$ cat src/rtl/hpi_regs_pkg.sv
package hpi_regs_pkg;
  typedef enum logic [2:0] {
    SEL_NONE,
    SEL_PM,
    SEL_CTRL,
    SEL_WPTR,
    SEL_RPTR
  } reg_sel_e;

  localparam int unsigned OFF_PM   = 32'h00;
  localparam int unsigned OFF_CTRL = 32'h30;
  localparam int unsigned OFF_WPTR = 32'h34;
  localparam int unsigned OFF_RPTR = 32'h38;

  localparam int CTL_MODE = 0;
  localparam int CTL_CIRQ = 1;
  localparam int CTL_HIRQ = 2;
  localparam int CTL_RDY  = 3;
endpackage

$ cat src/rtl/hpi_decode.sv
module hpi_decode
  import hpi_regs_pkg::*;
#(
  parameter int ADDR_W = 7
) (
  input  logic [ADDR_W-1:0] addr_i,
  output reg_sel_e          sel_o
);
  always_comb begin
    sel_o = SEL_NONE;
    if (addr_i == ADDR_W'(OFF_PM))   sel_o = SEL_PM;
    if (addr_i == ADDR_W'(OFF_CTRL)) sel_o = SEL_CTRL;
    if (addr_i == ADDR_W'(OFF_WPTR)) sel_o = SEL_WPTR;
    if (addr_i == ADDR_W'(OFF_RPTR)) sel_o = SEL_RPTR;
  end
endmodule

$ cat src/rtl/hpi_irq.sv
module hpi_irq (
  input  logic clk_i,
  input  logic rst_ni,
  input  logic h_ctl_wr_i,
  input  logic h_cirq_bit_i,
  input  logic h_hirq_bit_i,
  input  logic c_ctl_wr_i,
  input  logic c_cirq_bit_i,
  input  logic c_hirq_bit_i,
  output logic host_irq_o,
  output logic cpu_irq_o
);
  always_ff @(posedge clk_i or negedge rst_ni) begin
    if (!rst_ni) begin
      host_irq_o <= 1'b0;
      cpu_irq_o  <= 1'b0;
    end else if (h_ctl_wr_i) begin
      // host owns the cycle; a colliding CPU write is dropped
      if (h_cirq_bit_i) cpu_irq_o  <= 1'b1;
      if (h_hirq_bit_i) host_irq_o <= 1'b0;
    end else if (c_ctl_wr_i) begin
      if (c_hirq_bit_i) host_irq_o <= 1'b1;
      if (c_cirq_bit_i) cpu_irq_o  <= 1'b0;
    end
  end
endmodule

$ cat src/rtl/hpi_ptr_pair.sv
module hpi_ptr_pair #(
  parameter int DATA_W = 32
) (
  input  logic              clk_i,
  input  logic              rst_ni,
  input  logic              tied_i,
  input  logic              wide_i,
  input  logic              hi_i,
  input  logic              wr_w_i,
  input  logic              wr_r_i,
  input  logic [DATA_W-1:0] wdata_i,
  output logic [DATA_W-1:0] wptr_o,
  output logic [DATA_W-1:0] rptr_o
);
  localparam int HALF_W = DATA_W / 2;

  function automatic logic [DATA_W-1:0] merge(input logic [DATA_W-1:0] old_v,
                                              input logic [DATA_W-1:0] new_v,
                                              input logic wide, input logic hi);
    if (wide) return new_v;
    if (hi)   return {new_v[HALF_W-1:0], old_v[HALF_W-1:0]};
    return {old_v[DATA_W-1:HALF_W], new_v[HALF_W-1:0]};
  endfunction

  logic [DATA_W-1:0] w_next, r_next, tied_next;

  always_comb begin
    w_next    = merge(wptr_o, wdata_i, wide_i, hi_i);
    r_next    = merge(rptr_o, wdata_i, wide_i, hi_i);
    tied_next = wr_w_i ? w_next : r_next;
  end

  always_ff @(posedge clk_i or negedge rst_ni) begin
    if (!rst_ni) begin
      wptr_o <= '0;
      rptr_o <= '0;
    end else if (tied_i && (wr_w_i || wr_r_i)) begin
      wptr_o <= tied_next;
      rptr_o <= tied_next;
    end else begin
      if (wr_w_i) wptr_o <= w_next;
      if (wr_r_i) rptr_o <= r_next;
    end
  end
endmodule

$ cat src/rtl/hpi_regs.sv
module hpi_regs
  import hpi_regs_pkg::*;
#(
  parameter int DATA_W = 32,
  parameter int ADDR_W = 7
) (
  input  logic              clk_i,
  input  logic              rst_ni,
  input  logic              wide_cfg_i,
  input  logic              host_req_i,
  input  logic              host_we_i,
  input  logic [ADDR_W-1:0] host_addr_i,
  input  logic              host_hi_i,
  input  logic [DATA_W-1:0] host_wdata_i,
  output logic [DATA_W-1:0] host_rdata_o,
  input  logic              cpu_req_i,
  input  logic              cpu_we_i,
  input  logic [ADDR_W-1:0] cpu_addr_i,
  input  logic [DATA_W-1:0] cpu_wdata_i,
  output logic [DATA_W-1:0] cpu_rdata_o,
  output logic              host_irq_o,
  output logic              cpu_irq_o,
  output logic [DATA_W-1:0] wr_ptr_o,
  output logic [DATA_W-1:0] rd_ptr_o
);
  localparam int HALF_W = DATA_W / 2;

  reg_sel_e h_sel, c_sel;
  logic wide_q, armed_q, wide;
  logic tied_q;
  logic [DATA_W-1:0] pm_q, ctrl_word, h_full, h_rd, c_rd;
  logic h_wr, h_rdq, c_wr, c_rdq, h_lane_ok, h_ctl_wr, c_ctl_wr;

  hpi_decode #(.ADDR_W(ADDR_W)) i_h_dec (.addr_i(host_addr_i), .sel_o(h_sel));
  hpi_decode #(.ADDR_W(ADDR_W)) i_c_dec (.addr_i(cpu_addr_i),  .sel_o(c_sel));

  // width strap latched once on the first edge out of reset
  always_ff @(posedge clk_i or negedge rst_ni) begin
    if (!rst_ni) begin
      wide_q  <= 1'b0;
      armed_q <= 1'b0;
    end else if (!armed_q) begin
      wide_q  <= wide_cfg_i;
      armed_q <= 1'b1;
    end
  end
  assign wide = armed_q ? wide_q : wide_cfg_i;

  assign h_wr      = host_req_i & host_we_i;
  assign h_rdq     = host_req_i & ~host_we_i;
  assign c_wr      = cpu_req_i & cpu_we_i;
  assign c_rdq     = cpu_req_i & ~cpu_we_i;
  assign h_lane_ok = wide | ~host_hi_i;
  assign h_ctl_wr  = h_wr & h_lane_ok & (h_sel == SEL_CTRL);
  assign c_ctl_wr  = c_wr & (c_sel == SEL_CTRL);

  always_ff @(posedge clk_i or negedge rst_ni) begin
    if (!rst_ni) begin
      tied_q <= 1'b0;
      pm_q   <= '0;
    end else begin
      if (h_ctl_wr) tied_q <= host_wdata_i[CTL_MODE];
      if (c_wr && c_sel == SEL_PM) pm_q <= cpu_wdata_i;
    end
  end

  hpi_irq i_irq (
    .clk_i       (clk_i),
    .rst_ni      (rst_ni),
    .h_ctl_wr_i  (h_ctl_wr),
    .h_cirq_bit_i(host_wdata_i[CTL_CIRQ]),
    .h_hirq_bit_i(host_wdata_i[CTL_HIRQ]),
    .c_ctl_wr_i  (c_ctl_wr),
    .c_cirq_bit_i(cpu_wdata_i[CTL_CIRQ]),
    .c_hirq_bit_i(cpu_wdata_i[CTL_HIRQ]),
    .host_irq_o  (host_irq_o),
    .cpu_irq_o   (cpu_irq_o)
  );

  hpi_ptr_pair #(.DATA_W(DATA_W)) i_ptr (
    .clk_i  (clk_i),
    .rst_ni (rst_ni),
    .tied_i (tied_q),
    .wide_i (wide),
    .hi_i   (host_hi_i),
    .wr_w_i (h_wr && h_sel == SEL_WPTR),
    .wr_r_i (h_wr && h_sel == SEL_RPTR),
    .wdata_i(host_wdata_i),
    .wptr_o (wr_ptr_o),
    .rptr_o (rd_ptr_o)
  );

  always_comb begin
    ctrl_word           = '0;
    ctrl_word[CTL_MODE] = tied_q;
    ctrl_word[CTL_CIRQ] = cpu_irq_o;
    ctrl_word[CTL_HIRQ] = host_irq_o;
    ctrl_word[CTL_RDY]  = 1'b0;
  end

  always_comb begin
    case (h_sel)
      SEL_CTRL: h_full = ctrl_word;
      SEL_WPTR: h_full = wr_ptr_o;
      SEL_RPTR: h_full = rd_ptr_o;
      default:  h_full = '0;  // management word hidden from host
    endcase
    if (wide)           h_rd = h_full;
    else if (host_hi_i) h_rd = {{HALF_W{1'b0}}, h_full[DATA_W-1:HALF_W]};
    else                h_rd = {{HALF_W{1'b0}}, h_full[HALF_W-1:0]};
    case (c_sel)
      SEL_PM:   c_rd = pm_q;
      SEL_CTRL: c_rd = ctrl_word;
      SEL_WPTR: c_rd = wr_ptr_o;
      SEL_RPTR: c_rd = rd_ptr_o;
      default:  c_rd = '0;
    endcase
  end

  always_ff @(posedge clk_i or negedge rst_ni) begin
    if (!rst_ni) begin
      host_rdata_o <= '0;
      cpu_rdata_o  <= '0;
    end else begin
      if (h_rdq) host_rdata_o <= h_rd;
      if (c_rdq) cpu_rdata_o  <= c_rd;
    end
  end
endmodule

$ cat config.mk
export PLATFORM = sky130hd
export DESIGN_NAME = hpi_regs
export DESIGN_NICKNAME = d
export VERILOG_FILES = /design/src/rtl/hpi_regs_pkg.sv /design/src/rtl/hpi_decode.sv /design/src/rtl/hpi_irq.sv /design/src/rtl/hpi_ptr_pair.sv /design/src/rtl/hpi_regs.sv
export SDC_FILE = /design/constraint.sdc
export NUM_CORES = 1
export LEC_CHECK = 0
export ABC_AREA = 0
export BUFFER_PORTS_ARGS = -buffer_cell sky130_fd_sc_hd__buf_2
export CAP_MARGIN = 20
export CELL_PAD_IN_SITES_DETAIL_PLACEMENT = 0
export CELL_PAD_IN_SITES_GLOBAL_PLACEMENT = 2
export CORE_UTILIZATION = 35
export DETAILED_ROUTE_END_ITERATION = 8
export PLACE_DENSITY_LB_ADDON = 0.1
export SKIP_LAST_GASP = 1
export SYNTH_ARGS = -nofsm -noshare
export SYNTH_HDL_FRONTEND = slang
export SYNTH_SLANG_ARGS = --single-unit
$ cat constraint.sdc
create_clock -name clk_i -period 4 [get_ports clk_i]
set_clock_uncertainty 0.2 [all_clocks]
set_input_delay 0.2 -clock clk_i [delete_from_list [all_inputs] [get_ports clk_i]]
set_output_delay 0.2 -clock clk_i [all_outputs]
set_load 0.1 [all_outputs]
# [Word level (Yosys, flattened, before mapping)]
# Index checks and enable logic that the tools add are counted.
[word_totals] register_bits=165 output_inout_bits=130 in_bits=86 elab_cells=86
[classes] muxes=36 n_bitwise=11 n_reduce_logical=14 eq_ne=15
[op_table] operator="$mux W32" count=13
[op_table] operator="$pmux W32 S4" count=1
[op_table] operator="$pmux W32 S3" count=1
[op_table] operator="$eq A7 B6 Y1 const B" count=6
[op_table] operator="$mux W16" count=1
[op_table] operator="$logic_not A7 Y1" count=2
[op_table] operator="$mux W1" count=14
[op_table] operator="$eq A3 B2 Y1 const B" count=4
[op_table] operator="$reduce_bool A2 Y1" count=5
[op_table] operator="$mux W2" count=4
[op_table] operator="$and A1 B1 Y1" count=7
[op_table] operator="$eq A3 B3 Y1 const B" count=2
[op_table] operator="$mux W3" count=2
[op_table] operator="$reduce_and A3 Y1" count=2
[op_table] operator="$logic_and A1 B1 Y1" count=4
[op_table] operator="$ne A2 B2 Y1 const B" count=2
[op_table] operator="$eq A3 B1 Y1 const B" count=1
[op_table] operator="$not A1 Y1" count=3
[op_table] operator="$logic_or A1 B1 Y1" count=1
[op_table] operator="$or A1 B1 Y1" count=1

# [Depth between registers and ports, before layout]
# Gate-level depths: netlist of the first run.
[logic_depth] ltp_word=10 mapped_depth=8 mapped_depth_nobuf=6

# [Modules after synthesis]
# A second synthesis of the first run with hierarchy kept.
[hier_totals] cells_unflattened=801 hier_area_um2=8750.9
[by_module_without_submodules] module="hpi_regs" cells_per_inst=426 instances=1 seq_area_each_um2=2477.4 area_per_inst_um2=4865.9
[by_module_without_submodules] module="hpi_ptr_pair" cells_per_inst=351 instances=1 seq_area_each_um2=1601.5 area_per_inst_um2=3683.5
[by_module_without_submodules] module="hpi_decode" cells_per_inst=8 instances=2 seq_area_each_um2=0.0 area_per_inst_um2=60.1
[by_module_without_submodules] module="hpi_irq" cells_per_inst=8 instances=1 seq_area_each_um2=50.0 area_per_inst_um2=81.3

# [Least setup slack after synthesis of the first run]
# Ideal clock, no wire load.
[synth_path] path_type="register to register" start="reg armed_q" end="reg i_ptr.rptr_o[10]" setup_time_ns=0.070 period_less_slack_ns=2.101 slack_ns=1.899 path_buffers=2 required_ns=3.730 stages_incl_launch_ff=8 t_arrival_ns=1.831 path_cell_list="dfrtp_1 > mux2i_1 > buf_2 > a21oi_1 > o2111ai_1 > clkbuf_1 > a22oi_1 > nand2_1"
[synth_via] elab_chain_len=5 elab_cells_between_ends=7 cone_classes="7 x mux"
[synth_rtl] element="start: declaration" line="hpi_regs.sv:29" rtl="logic wide_q, armed_q, wide;"
[synth_rtl] element="start signal: assignment" line="hpi_regs.sv:41" rtl="armed_q <= 1'b0;"
[synth_rtl] element="start signal: assignment" line="hpi_regs.sv:44" rtl="armed_q <= 1'b1;"
[synth_rtl] element="$mux W1 (*)" line="hpi_regs.sv:47" rtl="assign wide = armed_q ? wide_q : wide_cfg_i;"
[synth_rtl] element="$mux W1 (*)" line="hpi_ptr_pair.sv:20" rtl="if (wide) return new_v;"
[synth_rtl] element="$mux W32" line="hpi_ptr_pair.sv:21" rtl="if (hi) return {new_v[HALF_W-1:0], old_v[HALF_W-1:0]};"
[synth_rtl] element="$mux W32, on equally long branches" line="hpi_ptr_pair.sv:42, hpi_ptr_pair.sv:30"
[synth_rtl] element="$mux W32 (*)" line="hpi_ptr_pair.sv:37" rtl="end else if (tied_i && (wr_w_i || wr_r_i)) begin"
[synth_rtl] element="end signal: assignment" line="hpi_ptr_pair.sv:39" rtl="rptr_o <= tied_next;"
[synth_rtl] element="end signal: assignment" line="hpi_ptr_pair.sv:42" rtl="if (wr_r_i) rptr_o <= r_next;"
[synth_rtl] element="end: declaration" line="hpi_ptr_pair.sv:13" rtl="output logic [DATA_W-1:0] rptr_o"
# Every way passes the cells marked *; elsewhere a longest branch is shown, timed or not. The select of a mux whose other input is x is not followed.
# A chain may end at the register's enable or synchronous reset.

# [Final worst setup path of the first run]
[layout_path] start="reg tied_q" end="reg i_ptr.wptr_o[5]"
[layout_via] elab_chain_len=2 elab_cells_between_ends=3 cone_classes="1 x mux; 2 x reduce/logical"
[layout_rtl] element="start: declaration" line="hpi_regs.sv:30" rtl="logic tied_q;"
[layout_rtl] element="start signal: assignment" line="hpi_regs.sv:62" rtl="if (h_ctl_wr) tied_q <= host_wdata_i[CTL_MODE];"
[layout_rtl] element="$logic_and A1 B1 Y1 (*)" line="hpi_ptr_pair.sv:37"
[layout_rtl] element="$mux W32 / $reduce_bool A2 Y1 (equally long branches)"
[layout_rtl] element="end signal: assignment" line="hpi_ptr_pair.sv:38" rtl="wptr_o <= tied_next;"
[layout_rtl] element="end signal: assignment" line="hpi_ptr_pair.sv:41" rtl="if (wr_w_i) wptr_o <= w_next;"
[layout_rtl] element="end: declaration" line="hpi_ptr_pair.sv:12" rtl="output logic [DATA_W-1:0] wptr_o,"
# Every way passes the cells marked *; elsewhere a longest branch is shown, timed or not.

==> results.ini, run 1 <==
[synthesis]
avgSynthCellArea_um2 = 9.59
synth_compound_area_frac = 0.267
async_flop_share = 1.00
synth_xor_area_frac = 0.00104
ys_warn_count = 0
synthMuxAreaShare = 0.0766
synthFlopType = dfrtp_1
synth.top_cells.by_area = dfrtp_1 49%, nand2_1 5.4%, o21ai_0 5.2%
synth_seq_cells = 165
synth_top_family_by_area = compound AO/OA/AOI/OAI gates
yosysTopAreaCell = dfrtp_1
synth_seq_area_share = 0.491
synthAdderAreaFrac = 0
synth_area_um2 = 8410
syn_inst = 877
synth_top_area_share = 0.491
synth.distinct_cells = 54
synth_edf_count = 0
syn_nets = 963
yosys.area_share.simple = 0.119

[clocking]
clk_latency_ps = 430
cts_sinks = 165
cts_hold_buf = 66
clkTransAtPathRegs_ps = 70
cts_setup_buffers = 0
clk_path_buf_depth = 2
cts_tree = done
cts_made_buffers = 17
cts_resized = 0
htreeDepth = 4
cts-root-buf = clkbuf_16

[global_route]
grt_max_degree = 97
gr-total-overflow = 0
antenna_found_initial = 0
grt_pass1_vias = 7790
grt_pass1_wl_mm = 48.2
grt_usage = 0.266

[route]
route.detailed.drc = 0
vias = 7852
maxUsedRoutingLayer = met4
wl_met1_mm = 14.4
wl_met3_mm = 1.55
wl_mm = 31.7
final_antenna_net_count = 0
vias_per_cell = 5.35
drtIter0Drc = 523
wire_per_inst_um = 21.6
met2_length_mm = 15.2
drt_pass1_iterations = 5

[setup_path]
end_kind = flip-flop
worst_ep_required_time_ps = 4160
reg2reg_slack_ps = 1520
worstSetupStartpointType = flip-flop
cp_max_fo = 15
arrival_ps = 2640
path_class = reg -> reg

[min_path]
hp-class = in -> reg

[place]
hpwl_mm = 22.3
pre_cts_slack_ps = 1230
io_buffers = 215
place_congestion = 0.824
dp.cells = 1368

[sta]
finalSetupViolCount = 0
timing.final.ws_setup_ps = 1520
fin_crit_sh = 0.619
drv_slew = 0
fin_crit_ps = 2480
fmax_ghz = 0.404
hold_viol_final = 0
tns_ps = 0
slew_headroom = 0.323
rsz0062_at_grt = false
tightest_slew_ps = 1010

[cells_and_area]
final_util = 0.474
final_cells = 1467
fin_nets = 1221
final_layout_size_suffix_gt1_frac = 0.280
layout_commonest_cell = buf_2
layout_common_cells = 214 x buf_2, 165 x dfrtp_1, 121 x nand2_1
seqCellArea_um2 = 4130
antennaDiodeCount = 0
syn_to_final_growth_pct = 32.8
nFillCells = 2318
multi_input_area_um2 = 3940

[die]
row_count = 56
fp.dieH_um = 157
die-area_um2 = 24600
coreArea_um2 = 23500
io_pins = 216
start_util = 0.357
dieWidth_um = 157

[power]
p_per_area_nw_per_um2 = 390
vdd_ir_drop_max_mv = 0.205
power.leakage_uw = 0.00538

[run]
maxCapViolCount = 0

[status]
status = complete, no violations

==> cells by family after synthesis <==
family	after synthesis
AOI/OAI and AO/OA	336
xor gates and xnor gates	1
buffers and inverters	93
DFF	165
muxes	60
other	1
and+or+nand+nor	221
==> cell usage after synthesis (all sizes together), types with 2 or more instances <==
master,count
a22oi,48
and2,4
nand4,3
a32oi,12
buf,20
o22a,2
a221o,12
nand2b,4
nand3b,2
a22o,36
a21o,15
or3,3
mux2i,25
inv,26
clkbuf,47
a211oi,3
a21oi,65
nor4,3
nor2,52
a31oi,5
nand2,121
dfrtp,165
o21ai,90
o21a,12
o2bb2ai,3
o31ai,30
or2,2
nor2b,6
nor3,12
nand3,2
mux2,35
==> through the flow <==
stage,hold slack (ps),instance area [µm²],total power (µW)
CTS,68.9,11100,4390
global route,43.7,11200,4510
global placement,190,9840,2490
finish,21.1,11200,4350
detailed placement,187,9840,2490
floorplan,-296,8410,2250
==> per-layer routing <==
metal	global-route usage	vias up
li1	-	3719
met1	0.362	3874
met2	0.434	231
met3	0.0413	28
met4	0.0826	0
met5	0	-
==> report_power, final <==
part	leakage [µW]	internal [µW]	switching [µW]	total, µW
logic	0.00278	196	527	723
clock network	0.000319	1080	761	1840
registers	0.00228	1720	70.6	1790
==> registers in the layout (all words and copies together) (netlist names), 32 cells and up <==
name	count
i_ptr.wptr_o	32
cpu_rdata_o	32
host_rdata_o	32
i_ptr.rptr_o	32
pm_q	32
==> critical path: stages (launching register included) <==
cell,delay [ps]
dfrtp_1,530
nand3_1,160
or4_4,590
nor3_4,590
a22o_1,250
a21o_1,90
==> cell type report <==
cell class / count / share of cell area
clock inverter: 14 / 0.0185
multi-input combinational: 619 / 0.353
inverter: 26 / 0.00874
tap: 319 / 0.0358
clock buffer: 18 / 0.0393
timing repair buffer: 306 / 0.175
sequential: 165 / 0.370
==> path summary, 6_finish.rpt <==
path,from,endpoint,cells after the start
min,cpu_req_i,cpu_rdata_o[7],4
min in group asynchronous,rst_ni,host_rdata_o[17],2
max reg2reg,tied_q,i_ptr.wptr_o[5],5
max,tied_q,i_ptr.wptr_o[5],5
min reg2reg,host_rdata_o[5],host_rdata_o[5],2
max in group asynchronous,rst_ni,i_ptr.rptr_o[4],3
No activity file was read; power rests on OpenSTA's default activity.
==> run 2, diff against run 1 <==
- ABC_AREA: 0 -> 1
- CORE_UTILIZATION: 35 -> 27
- clock period: 4 -> 2.15 ns (I/O delays scaled with it)
==> run 2 against run 1 <==
Effect of this change: design area increased by 17%; routed wire length rose by 40%; total power is 130% higher; area after synthesis rose by 18%; global-route usage decreased by 2.6 points; core utilization shrank 11 points; critical endpoint is now rd_ptr_o[25]; largest cell class is now multi-input combinational cells; largest power group is now sequential cells; highest routed layer unchanged.
==> results.ini, run 2 <==
[power]
p_per_area_nw_per_um2 = 783
vdd_ir_drop_max_mv = 0.591
power.leakage_uw = 0.00723
total_power_uw = 10200

[global_route]
grt_usage = 0.241
antenna_found_initial = 0
grt_pass1_wl_mm = 67.4
gr-total-overflow = 0
grt_pass1_vias = 10500
grt_max_degree = 62

[min_path]
whs_endpoint = host_rdata_o[2]
min_path_cells = 8
hp-class = in -> reg
min-delay-start = host_addr_i[0]

[sta]
finalSetupViolCount = 0
rsz0062_at_grt = false
hold_viol_final = 0
fin_crit_sh = 0.905
drv_slew = 0
timing.final.ws_setup_ps = 205
tightest_slew_ps = 701
fmax_ghz = 0.514
slew_headroom = 0.532
fin_crit_ps = 1940
tns_ps = 0

[synthesis]
post-synth-top-count-cell = nand2_1
synthFlopType = dfrtp_1
yosysTopAreaCell = dfrtp_1
syn_inst = 1523
ys_top_cells_by_count = 668 x nand2_1, 214 x nand3_1, 165 x dfrtp_1
synth_edf_count = 0
syn_nets = 1609
async_flop_share = 1.00
ys_warn_count = 0
synth.top_cells.by_area = dfrtp_1 41%, nand2_1 25%, nand3_1 11%
synth_seq_cells = 165
synth.distinct_cells = 29
synth_area_um2 = 9960
synth_top_area_share = 0.415
synth_seq_area_share = 0.415
avgSynthCellArea_um2 = 6.54

[cells_and_area]
finalInstanceArea_um2 = 13000
antennaDiodeCount = 0
fin_nets = 1880
syn_to_final_growth_pct = 30.9
final_layout_size_suffix_gt1_frac = 0.184
layout_commonest_cell = nand2_1
layout_common_cells = 668 x nand2_1, 214 x nand3_1, 214 x buf_2

[setup_path]
crit_path_start = i_ptr.rptr_o[25]
crit_buf_inv = 1
path_class = reg -> out
worst_ep_required_time_ps = 1840
cp_slowest_cell = dfrtp_1
slowest_delay_ps = 660
reg2reg_slack_ps = 250
rr_endpoint = i_ptr.wptr_o[10]
arrival_ps = 1640
timing.rr.start = tied_q
cp_max_fo = 5
worst-path-stages = 1
worstSetupStartpointType = flip-flop
rr_worst_depth = 8
path_delay_family = flip-flops
end_kind = output port
crit_chain = buf_2

[die]
start_util = 0.277
row_count = 69
io_pins = 216
die-area_um2 = 37700
fp.dieH_um = 194
dieWidth_um = 194
coreArea_um2 = 35900

[clocking]
htreeDepth = 4
cts_setup_buffers = 0
clk_path_buf_depth = 2
clkTransAtPathRegs_ps = 70
cts_sinks = 165
cts_tree = done
cts_made_buffers = 17
cts-root-buf = clkbuf_16
clk_latency_ps = 460

[place]
place_congestion = 0.849
io_buffers = 215
hpwl_mm = 32.9
pre_cts_slack_ps = 245
placed_area_um2 = 11700

[route]
final_antenna_net_count = 0
wl_mm = 44.3
drt_pass1_iterations = 5
drtIter0Drc = 703
wire_per_inst_um = 19.5
vias = 10900
vias_per_cell = 4.79
route.detailed.drc = 0

[run]
maxCapViolCount = 0

[status]
status = complete, no violations

==> run 2: area by class of cell <==
cell class	instances	area, µm²
clock buffers	21	460
multi-input cells	1151	4960
flip-flops and latches	165	4130
clock inverters	11	128
fillers	4010	22900
repair buffers	342	2340
well taps	461	577
inverters	117	440
==> run 2: metal layers <==
| layer | part of all wire | track usage | up-vias |
|---|---|---|---|
| li1 | - | - | 5336 |
| met1 | 0.48 | 0.342 | 5179 |
| met2 | 0.45 | 0.380 | 305 |
| met3 | 0.051 | 0.0367 | 38 |
| met4 | 0.018 | 0.0597 | 0 |
| met5 | 0 | 0 | - |
==> run 2: cell families after synthesis <==
logic type / share of synthesized area
other: 0.000377
AOI/OAI and AO/OA: 0.0760
DFF: 0.415
buffers and inverters: 0.0896
and+or+nand+nor: 0.419
==> run 2: tightest hold or removal path, stage by stage <==
cell     delay (ps)
buf_2           100
nor2_2           70
nand4_1          90
nand3_1          60
nand2_1          60
nand2_1          50
nand2_1          60
nand2_1          40
==> run 2: how the worst max path moves through the flow <==
stage	slack (ps)	to
detailed placement	240	i_ptr.wptr_o[10]
global route	80	i_ptr.wptr_o[0]
floorplan	270	i_ptr.rptr_o[23]
finish	210	rd_ptr_o[25]
CTS	180	wr_ptr_o[26]
global placement	230	i_ptr.wptr_o[10]
==> run 2: stage by stage <==
stage	util	cells	hold WS, ps
floorplan	-	1523	-388
global placement	0.325	2162	-94.7
detailed placement	0.325	2162	-92.9
CTS	0.363	2268	12.2
global route	0.363	2268	73.8
finish	0.363	2268	30.2
==> run 2: timing repair <==
item	in CTS	in global routing
hold endpoints to repair	270	0
endpoints found under the setup margin	0	0
hold buffers	74	0
resized for setup	0	0
==> run 2: power by group <==
part | switching (µW) | internal (µW)
clock | 1400 | 1770
combinational | 2480 | 627
sequential | 571 | 3350
total | 4460 | 5750
